**src/rtl/xbm_pkg.sv**
```systemverilog
package xbm_pkg;

    localparam int CPU_AW   = 16;
    localparam int DATA_W   = 8;
    localparam int NUM_REGS = 8;
    localparam int IDX_W    = $clog2(NUM_REGS);
    localparam int BASE_W   = 6;
    localparam int OFS_W    = 13;
    localparam int BANK_W   = BASE_W + 1;
    localparam int PRG_AW   = BANK_W + OFS_W;
    localparam int PPU_AW   = 14;
    localparam int CHR_AW   = PPU_AW - 1;
    localparam int MODE_BIT = 6;

    localparam logic [IDX_W-1:0]  IDX_HIGH = IDX_W'(0);
    localparam logic [IDX_W-1:0]  IDX_LOW  = IDX_W'(6);
    localparam logic [IDX_W-1:0]  IDX_MID  = IDX_W'(7);
    localparam logic [BASE_W-1:0] LAST_BASE = {BASE_W{1'b1}};
    localparam logic [BASE_W-1:0] PENULT_BASE = LAST_BASE - BASE_W'(1);

    typedef enum logic [1:0] {
        WIN_8000 = 2'd0,
        WIN_A000 = 2'd1,
        WIN_C000 = 2'd2,
        WIN_E000 = 2'd3
    } win_e;

    typedef enum logic [2:0] {
        WR_NONE,
        WR_SELECT,
        WR_DATA,
        WR_MIRROR
    } wr_kind_e;

    typedef struct packed {
        logic              prg_mode;
        logic [IDX_W-1:0]  idx;
    } sel_t;

    typedef struct packed {
        logic              hi;
        logic              mode;
        logic [BASE_W-1:0] low_bank;
        logic [BASE_W-1:0] mid_bank;
    } bank_view_t;

    function automatic wr_kind_e classify_write(input logic [CPU_AW-1:0] a);
        wr_kind_e k;
        k = WR_NONE;
        if (a[CPU_AW-1]) begin
            unique case (win_e'(a[OFS_W+1:OFS_W]))
                WIN_8000: k = a[0] ? WR_DATA : WR_SELECT;
                WIN_A000: k = a[0] ? WR_NONE : WR_MIRROR;
                default:  k = WR_NONE;
            endcase
        end
        return k;
    endfunction

    function automatic logic [BASE_W-1:0] window_base(input win_e w, input bank_view_t v);
        logic [BASE_W-1:0] b;
        unique case (w)
            WIN_8000: b = v.mode ? PENULT_BASE : v.low_bank;
            WIN_A000: b = v.mid_bank;
            WIN_C000: b = v.mode ? v.low_bank : PENULT_BASE;
            default:  b = LAST_BASE;
        endcase
        return b;
    endfunction

endpackage

```
**src/rtl/xbm_wr_decode.sv**
```systemverilog
module xbm_wr_decode
    import xbm_pkg::*;
(
    input  logic [CPU_AW-1:0] cpu_addr,
    input  logic              cpu_wr,
    output wr_kind_e          kind
);
    always_comb begin
        kind = cpu_wr ? classify_write(cpu_addr) : WR_NONE;
    end
endmodule

```
**src/rtl/xbm_regfile.sv**
```systemverilog
module xbm_regfile
    import xbm_pkg::*;
(
    input  logic              clk,
    input  logic              rst,
    input  wr_kind_e          kind,
    input  logic [DATA_W-1:0] data,
    output bank_view_t        view,
    output logic              mirror_h
);
    sel_t              sel_q;
    logic              hi_q;
    logic [BASE_W-1:0] low_q;
    logic [BASE_W-1:0] mid_q;
    logic              mirror_q;

    logic unused_data_bits;
    assign unused_data_bits = ^{data[DATA_W-1], data[MODE_BIT-1:IDX_W]};

    always_ff @(posedge clk) begin
        if (rst) begin
            sel_q    <= '0;
            hi_q     <= 1'b0;
            low_q    <= '0;
            mid_q    <= '0;
            mirror_q <= 1'b0;
        end else begin
            unique case (kind)
                WR_SELECT: begin
                    sel_q.idx      <= data[IDX_W-1:0];
                    sel_q.prg_mode <= data[MODE_BIT];
                end
                WR_DATA: begin
                    if (sel_q.idx == IDX_HIGH) hi_q  <= data[0];
                    if (sel_q.idx == IDX_LOW)  low_q <= data[BASE_W-1:0];
                    if (sel_q.idx == IDX_MID)  mid_q <= data[BASE_W-1:0];
                end
                WR_MIRROR: mirror_q <= data[0];
                default: ;
            endcase
        end
    end

    always_comb begin
        view.hi       = hi_q;
        view.mode     = sel_q.prg_mode;
        view.low_bank = low_q;
        view.mid_bank = mid_q;
    end
    assign mirror_h = mirror_q;
endmodule

```
**src/rtl/xbm_prg_map.sv**
```systemverilog
module xbm_prg_map
    import xbm_pkg::*;
(
    input  logic [CPU_AW-1:0] cpu_addr,
    input  bank_view_t        view,
    output logic [PRG_AW-1:0] prg_addr
);
    win_e              win;
    logic [BASE_W-1:0] base;
    logic [BANK_W-1:0] bank;

    always_comb begin
        win      = win_e'(cpu_addr[OFS_W+1:OFS_W]);
        base     = window_base(win, view);
        bank     = {view.hi, base};
        prg_addr = {bank, cpu_addr[OFS_W-1:0]};
    end
endmodule

```
**src/rtl/xbm_mem_decode.sv**
```systemverilog
module xbm_mem_decode
    import xbm_pkg::*;
(
    input  logic [CPU_AW-1:0] cpu_addr,
    input  logic [PPU_AW-1:0] ppu_addr,
    output logic              prg_cs,
    output logic              wram_cs,
    output logic              chr_cs,
    output logic [CHR_AW-1:0] chr_addr
);
    localparam logic [2:0] WRAM_PAGE = 3'b011;

    always_comb begin
        prg_cs   = cpu_addr[CPU_AW-1];
        wram_cs  = (cpu_addr[CPU_AW-1:OFS_W] == WRAM_PAGE);
        chr_cs   = ~ppu_addr[PPU_AW-1];
        chr_addr = ppu_addr[CHR_AW-1:0];
    end
endmodule

```
**src/rtl/xbm_mapper.sv**
```systemverilog
module xbm_mapper
    import xbm_pkg::*;
(
    input  logic              clk,
    input  logic              rst,
    input  logic [15:0]       cpu_addr,
    input  logic [7:0]        cpu_data,
    input  logic              cpu_wr,
    input  logic [13:0]       ppu_addr,
    output logic [19:0]       prg_addr,
    output logic              prg_cs,
    output logic              wram_cs,
    output logic              chr_cs,
    output logic [12:0]       chr_addr,
    output logic              mirror_h
);
    wr_kind_e   kind;
    bank_view_t view;

    xbm_wr_decode u_dec (
        .cpu_addr (cpu_addr),
        .cpu_wr   (cpu_wr),
        .kind     (kind)
    );

    xbm_regfile u_regs (
        .clk      (clk),
        .rst      (rst),
        .kind     (kind),
        .data     (cpu_data),
        .view     (view),
        .mirror_h (mirror_h)
    );

    xbm_prg_map u_map (
        .cpu_addr (cpu_addr),
        .view     (view),
        .prg_addr (prg_addr)
    );

    xbm_mem_decode u_mem (
        .cpu_addr (cpu_addr),
        .ppu_addr (ppu_addr),
        .prg_cs   (prg_cs),
        .wram_cs  (wram_cs),
        .chr_cs   (chr_cs),
        .chr_addr (chr_addr)
    );
endmodule

```
**config.mk**
```make
export PLATFORM = sky130hd
export DESIGN_NAME = xbm_mapper
export DESIGN_NICKNAME = d
export VERILOG_FILES = /design/src/rtl/xbm_pkg.sv /design/src/rtl/xbm_wr_decode.sv /design/src/rtl/xbm_regfile.sv /design/src/rtl/xbm_prg_map.sv /design/src/rtl/xbm_mem_decode.sv /design/src/rtl/xbm_mapper.sv
export SDC_FILE = /design/constraint.sdc
export NUM_CORES = 1
export LEC_CHECK = 0
export BUFFER_PORTS_ARGS = -buffer_cell sky130_fd_sc_hd__clkbuf_2
export CORE_MARGIN = 3
export CORE_UTILIZATION = 44
export CTS_CLUSTER_SIZE = 8
export DETAILED_ROUTE_END_ITERATION = 7
export GPL_TIMING_DRIVEN = 0
export PLACE_DENSITY = 0.85
export SLEW_MARGIN = 5
export SYNTH_ARGS = -nofsm -noshare
export SYNTH_HDL_FRONTEND = slang
export SYNTH_SLANG_ARGS = --single-unit
```
**constraint.sdc**
```tcl
create_clock -name clk -period 4.45 [get_ports clk]
set_clock_uncertainty 0.05 [all_clocks]
set_input_delay 0.6675 -clock clk [delete_from_list [all_inputs] [get_ports clk]]
set_output_delay 0.6675 -clock clk [all_outputs]
set_load 0.02 [all_outputs]
```
==> impl_metrics.py, run 1 <==
metrics = {
    "critical_path": {
        "critPathMaxStageDelay_ps": 420,
        "timing_worst_setup_path_type": "in -> out",
        "r2r_start": "u_regs.sel_q[1]$_SDFFE_PP0N_",
        "cpMaxStageDelayCell": "o21bai_1",
        "arrival_ps": 1800,
        "worstReg2RegEnd": "u_regs.mid_q[1]$_SDFFE_PP0P_",
        "critPathBufInv": 2,
        "worstSetupEndpointType": "output pin",
        "cp.depth": 5,
        "crit_required_ps": 3730,
        "start_kind": "primary input",
        "crit_family": "compound AO/OA/AOI/OAI gates",
        "reg2reg_slack_ps": 2870,
        "crit_fanout": 10,
        "rr_worst_depth": 4,
        "path_cells": "buf_6, and2_2, o21bai_1, o22a_1, clkbuf_2",
    },
    "timing": {
        "slew_headroom": 0.635,
        "setup_viol": 0,
        "period_share": 0.565,
        "fin_tns_setup_ps": 0,
        "tightest_slew_ps": 543,
        "rsz0062_at_grt": "false",
        "max_freq_mhz": 398,
        "final_max_slew_viol_count": 0,
        "finalHoldViolations": 0,
        "period_needed_ps": 2510,
        "setup_ws_ps": 1940,
    },
    "finish": {
        "diodes": 0,
        "finalNonFillerCells": 208,
        "drive_gt1_frac": 0.489,
        "nNetsFinal": 223,
        "fill_cells": 214,
        "area_growth_syn_to_layout_pct": 27.6,
    },
    "power": {
        "intPower_uw": 233,
        "leakagePower_nw": 0.719,
        "pwr-share-clk": 0.237,
        "power_frac_seq": 0.495,
        "power_switching_share": 0.288,
        "peakVddDrop_mv": 0.181,
        "p_comb_frac": 0.268,
        "p_switching_uw": 94.6,
        "power.density_mw_per_mm2": 230,
    },
    "place": {
        "post-place-ws_ps": 1950,
        "io_buffer_count": 50,
        "place_inst": 205,
        "dpl.hpwl_um": 2040,
        "gp_congestion": 0.781,
    },
    "clock_network": {
        "cts_buffer_depth": 2,
        "h-tree-depth": 1,
        "insertion_delay_ps": 290,
        "numCtsBuffers": 3,
        "hold_buffers": 0,
        "post-cts-setup-buffer-count": 0,
        "cts_resized": 0,
        "path_clk_slew_ps": 90,
        "cts_sinks": 18,
        "cts_tree": "yes",
        "cts_root_buf": "clkbuf_4",
    },
    "outcome": {
        "outcome": "complete, no violations",
    },
    "global_route": {
        "grt_pass1_wl_um": 4060,
        "overflow": 0,
        "grt_max_degree": 11,
        "grt_pass1_vias": 959,
        "grt_util_all_layers": 0.156,
        "antenna_found_initial": 0,
    },
    "worst_hold_path": {
        "hold-path-endpoint": "u_regs.mid_q[3]$_SDFFE_PP0P_",
        "hold_depth": 2,
        "worstHoldStart": "u_regs.mid_q[3]$_SDFFE_PP0P_",
        "hold_path.class": "reg -> reg",
    },
    "routing": {
        "ant_nets": 0,
        "viasPerCell": 4.85,
        "drt_iter0_markers": 13,
        "drt_pass1_iterations": 4,
        "avgRoutedWirePerCell_um": 12.2,
        "vias": 1008,
        "drc": 0,
        "wl_um": 2530,
    },
    "logic_synthesis": {
        "synth_fp_nets": 168,
        "synth-edff-count": 0,
        "ys_seq_area_frac": 0.323,
        "yosysTopAreaCell": "dfxtp_1",
        "yosysMostFrequentCell": "buf_4",
        "synthArstFlopShare": 0,
        "syn_area_per_cell_sq_um": 8.79,
        "syn_area_sq_mm": 0.00112,
        "synth_cells": 127,
        "synthTopCellsByCount": "28 x buf_4, 20 x nand2b_1, 18 x dfxtp_1",
        "yosysWarningCount": 0,
        "ys_ff_latch": 18,
        "synth_cell_types": 23,
        "yosys.area.top_type_share": 0.323,
        "synth_top_cells_by_area": "dfxtp_1 32%, buf_4 19%, nand2b_1 11%",
        "yosys_most_used_dff": "dfxtp_1",
    },
    "floorplanning": {
        "die-area_sq_mm": 0.00318,
        "boundaryPins": 78,
        "initial_core_util": 0.481,
        "rows": 17,
        "die-width_um": 56.4,
        "core_area_sq_mm": 0.00232,
        "dieHeight_um": 56.4,
    },
    "flow_run": {
        "drv_cap": 0,
    },
}
-- cell type report --
cell class / count / area, sq um / area share
Timing Repair Buffer: 50 / 250 / 0.176
Sequential cell: 18 / 360 / 0.253
Buffer: 34 / 243 / 0.170
Tap cell: 28 / 35.0 / 0.0246
Clock buffer: 3 / 22.5 / 0.0158
Inverter: 1 / 3.75 / 0.00264
Multi-Input combinational cell: 74 / 509 / 0.358
-- metrics by stage --
step,power (mW),hold WS (ps),area (sq um),util
2_1_floorplan,0.226,396,1120,-
3_3_place_gp,0.253,408,1400,0.604
3_5_place_dp,0.255,420,1400,0.604
4_1_cts,0.332,437,1420,0.614
5_1_grt,0.343,451,1420,0.614
6_report,0.328,433,1420,0.614
-- tightest hold or removal path, delay by kind of cell (launching register included) --
family / cells / cell delay [ps]
DFF: 1 / 320
muxes: 1 / 60
and+or+nand+nor: 1 / 60
-- power groups by stage --
| stage | Sequential, mW | Clock, mW | Combinational (mW) |
|---|---|---|---|
| after floorplan | 0.166 | 0 | 0.0598 |
| after global placement | 0.166 | 0 | 0.0870 |
| after detailed placement | 0.166 | 0 | 0.0886 |
| after CTS | 0.162 | 0.0814 | 0.0888 |
| after global routing | 0.162 | 0.0867 | 0.0940 |
| final | 0.162 | 0.0778 | 0.0879 |
-- registers in the layout (all words and copies together), names as in the netlist --
signal and flops:
u_regs.low_q 6, u_regs.hi_q 1, u_regs.view 1, u_regs.mid_q 6, u_regs.sel_q 3, u_regs.mirror_h 1
-- routing by layer --
metal / global-route usage / up-vias / routed length [um]
met5: 0 / - / 0
met4: 0.0678 / 0 / 37
met3: 0.0299 / 5 / 214
met2: 0.282 / 48 / 1290
met1: 0.176 / 445 / 981
li1: - / 510 / -
-- worst max path at each step --
stage | startpoint | endpoint | slack (ps)
finish | cpu_addr[14] | prg_addr[14] | 1940
global route | cpu_addr[14] | prg_addr[14] | 1900
detailed placement | cpu_addr[14] | prg_addr[14] | 1950
floorplan | cpu_addr[14] | prg_addr[14] | 2230
CTS | cpu_addr[14] | prg_addr[14] | 1950
global placement | cpu_addr[14] | prg_addr[18] | 1990
-- logic make-up after synthesis --
family | synth area share
and+or+nand+nor | 0.240
buffers and inverters | 0.221
AOI/OAI and AO/OA | 0.109
DFF | 0.323
muxes | 0.108
-- placed cells by master, fill, tap and decap left out, types with 2 or more instances in the layout --
cell type  netlist  layout
clkbuf_2         0      50
buf_4           28      28
nand2b_1        20      20
dfxtp_1         18      18
mux2i_1         12      12
o21ai_0          8       8
nor2b_1          6       6
o21ai_1          6       6
o22a_1           5       5
nand2_1          4       4
clkbuf_1         3       3
clkbuf_4         0       3
nor2_1           2       2
nor3_1           2       2
buf_2            2       2
or4_1            2       2
(Power assumes the default switching activity.)
==> run 2, diff against run 1 <==
- ABC_AREA: default -> 1
- CORE_UTILIZATION: 44 -> 41
- PLACE_DENSITY: 0.85 -> 0.79
- clock period: 4.45 -> 2.55 ns (I/O delays scaled with it)
==> run 2 against run 1 <==
Effect of this change: core utilization decreased by 3.7 points; sequential power increased by 75%; critical path depth is the same; synthesized area is 3.4% higher; non-clock buffer count decreased by 1; synthesized cell count grew 36%; sequential share of layout area down 1.0 points; cell count rose by 24%; final area rose by 4.1%; die area is 9.7% higher; total power rose by 87%; first-iteration DRC count rose to 3.2 times the previous value.
==> impl_metrics.py, run 2 <==
metrics = {
    "timing": {
        "tightest_slew_ps": 352,
        "holdWs_ps": 300,
        "setup_viol": 0,
        "setup_ws_ps": 659,
        "finalHoldViolations": 0,
        "period_needed_ps": 1890,
        "period_share": 0.741,
        "final_max_slew_viol_count": 0,
        "slew_headroom": 0.765,
        "max_freq_mhz": 529,
        "rsz0062_at_grt": "false",
        "fin_tns_setup_ps": 0,
    },
    "clock_network": {
        "insertion_delay_ps": 290,
        "hold_buffers": 0,
        "cts_resized": 0,
        "path_clk_slew_ps": 100,
        "post-cts-setup-buffer-count": 0,
        "h-tree-depth": 1,
        "cts_buffer_depth": 2,
        "cts_tree": "yes",
        "cts_root_buf": "clkbuf_4",
        "numCtsBuffers": 3,
        "cts_sinks": 18,
    },
    "power": {
        "power_switching_share": 0.286,
        "p_comb_frac": 0.258,
        "p_switching_uw": 175,
        "power.density_mw_per_mm2": 413,
        "power_frac_seq": 0.464,
        "pwr-share-clk": 0.278,
        "peakVddDrop_mv": 0.336,
        "leakagePower_nw": 0.751,
        "intPower_uw": 437,
        "total_power_uw": 612,
    },
    "critical_path": {
        "arrival_ps": 1460,
        "rr_worst_depth": 6,
        "worstSetupEndpointType": "output pin",
        "crit_required_ps": 2120,
        "crit_path_start": "u_regs.view[12]$_SDFFE_PP0N_",
        "crit_fanout": 9,
        "start_kind": "flop",
        "timing_worst_setup_path_type": "reg -> out",
        "r2r_start": "u_regs.sel_q[2]$_SDFFE_PP0N_",
    },
    "finish": {
        "regArea_sq_um": 360,
        "area_growth_syn_to_layout_pct": 28.5,
        "drive_gt1_frac": 0.417,
        "final_cell_mix": "51 x clkbuf_2, 36 x nor2_1, 28 x buf_4",
        "mostFrequentLayoutCell": "clkbuf_2",
        "diodes": 0,
        "nNetsFinal": 270,
        "reg.largest.list": "u_regs.low_q x6, u_regs.mid_q x6, u_regs.sel_q x3",
        "fin_util": 0.577,
        "multi_input_area_sq_um": 500,
        "fill_cells": 268,
    },
    "routing": {
        "drt_iter0_markers": 42,
        "vias": 1176,
        "wl_um": 2490,
        "ant_nets": 0,
        "drt_pass1_iterations": 4,
        "drc": 0,
        "avgRoutedWirePerCell_um": 9.66,
        "viasPerCell": 4.56,
    },
    "logic_synthesis": {
        "synth-edff-count": 0,
        "yosys.area.top_type_share": 0.312,
        "yosysMostFrequentCell": "nor2_1",
        "synth_cell_types": 18,
        "syn_area_per_cell_sq_um": 6.67,
        "ys_ff_latch": 18,
        "synth_fp_nets": 214,
        "synthArstFlopShare": 0,
        "synthTopCellsByCount": "36 x nor2_1, 28 x buf_4, 22 x o21ai_0",
        "syn_area_sq_mm": 0.00115,
        "yosysTopAreaCell": "dfxtp_1",
        "yosysWarningCount": 0,
        "ys_seq_area_frac": 0.312,
        "synth_cells": 173,
        "synth_top_cells_by_area": "dfxtp_1 31%, buf_4 18%, nor2_1 12%",
        "yosys_most_used_dff": "dfxtp_1",
    },
    "place": {
        "dpl.hpwl_um": 2170,
        "post-place-ws_ps": 884,
        "gp_congestion": 0.796,
        "io_buffer_count": 51,
    },
    "flow_run": {
        "drv_cap": 0,
    },
    "global_route": {
        "antenna_found_initial": 0,
        "grt_pass1_vias": 1002,
        "grt_max_degree": 11,
        "grt_util_all_layers": 0.148,
        "grt_pass1_wl_um": 4110,
        "overflow": 0,
    },
    "floorplanning": {
        "die-width_um": 59.0,
        "die-area_sq_mm": 0.00349,
        "boundaryPins": 78,
        "dieHeight_um": 59.0,
        "core_area_sq_mm": 0.00257,
        "rows": 18,
        "initial_core_util": 0.449,
    },
    "worst_hold_path": {
        "hold_depth": 3,
        "worstHoldStart": "cpu_data[6]",
        "hold_path.class": "in -> reg",
    },
    "outcome": {
        "outcome": "complete, no violations",
    },
}
[run 2: worst max-delay path, stage by stage, from the launching register on]
cell	delay (ps)
dfxtp_1	320
clkbuf_1	280
inv_1	150
o21ai_0	170
nand3_1	90
clkbuf_2	160
[run 2: layout make-up]
class	count	share of cell area
plain buffers	32	0.157
clock buffers	4	0.0245
inverters	16	0.0405
multi-input cells	107	0.338
flip-flops and latches	18	0.243
well taps	30	0.0253
repair buffers	51	0.172
[run 2: path summary, 6_finish.rpt]
kind	slack, ps	endpoint
hold / removal	300	u_regs.view[12]$_SDFFE_PP0N_
setup reg to reg	1240	u_regs.low_q[4]$_SDFFE_PP0P_
hold reg to reg	440	u_regs.mid_q[4]$_SDFFE_PP0P_
setup / recovery	660	prg_addr[17]
[run 2: power groups by stage]
stage | clock, mW | combinational (mW) | sequential (mW)
6_report | 0.170 | 0.158 | 0.284
5_1_grt | 0.187 | 0.173 | 0.285
4_1_cts | 0.176 | 0.160 | 0.284
3_5_place_dp | 0 | 0.159 | 0.291
3_3_place_gp | 0 | 0.157 | 0.291
2_1_floorplan | 0 | 0.108 | 0.291
[run 2: stage by stage]
stage                     cell area (sq um)  std cells
final                                  1480        258
after floorplan                        1150        173
after CTS                              1480        258
after detailed placement               1450        254
after global placement                 1450        254
after global routing                   1480        258
[run 2: cell families (layout without fill, tap and decap cells)]
kind of cell / after synthesis / after routing / synth area share
simple gates: 83 / 83 / 0.328
buf+inv: 48 / 103 / 0.254
compound gates: 24 / 24 / 0.106
flops: 18 / 18 / 0.312
[run 2: routing by layer]
metal | share of wire | vias to the layer above | GRT usage | routed length, um
met5 | 0 | - | 0 | 0
met4 | 0.0056 | 0 | 0.0291 | 14
met3 | 0.11 | 2 | 0.0327 | 273
met2 | 0.45 | 52 | 0.254 | 1130
met1 | 0.43 | 488 | 0.192 | 1080
li1 | - | 634 | - | -
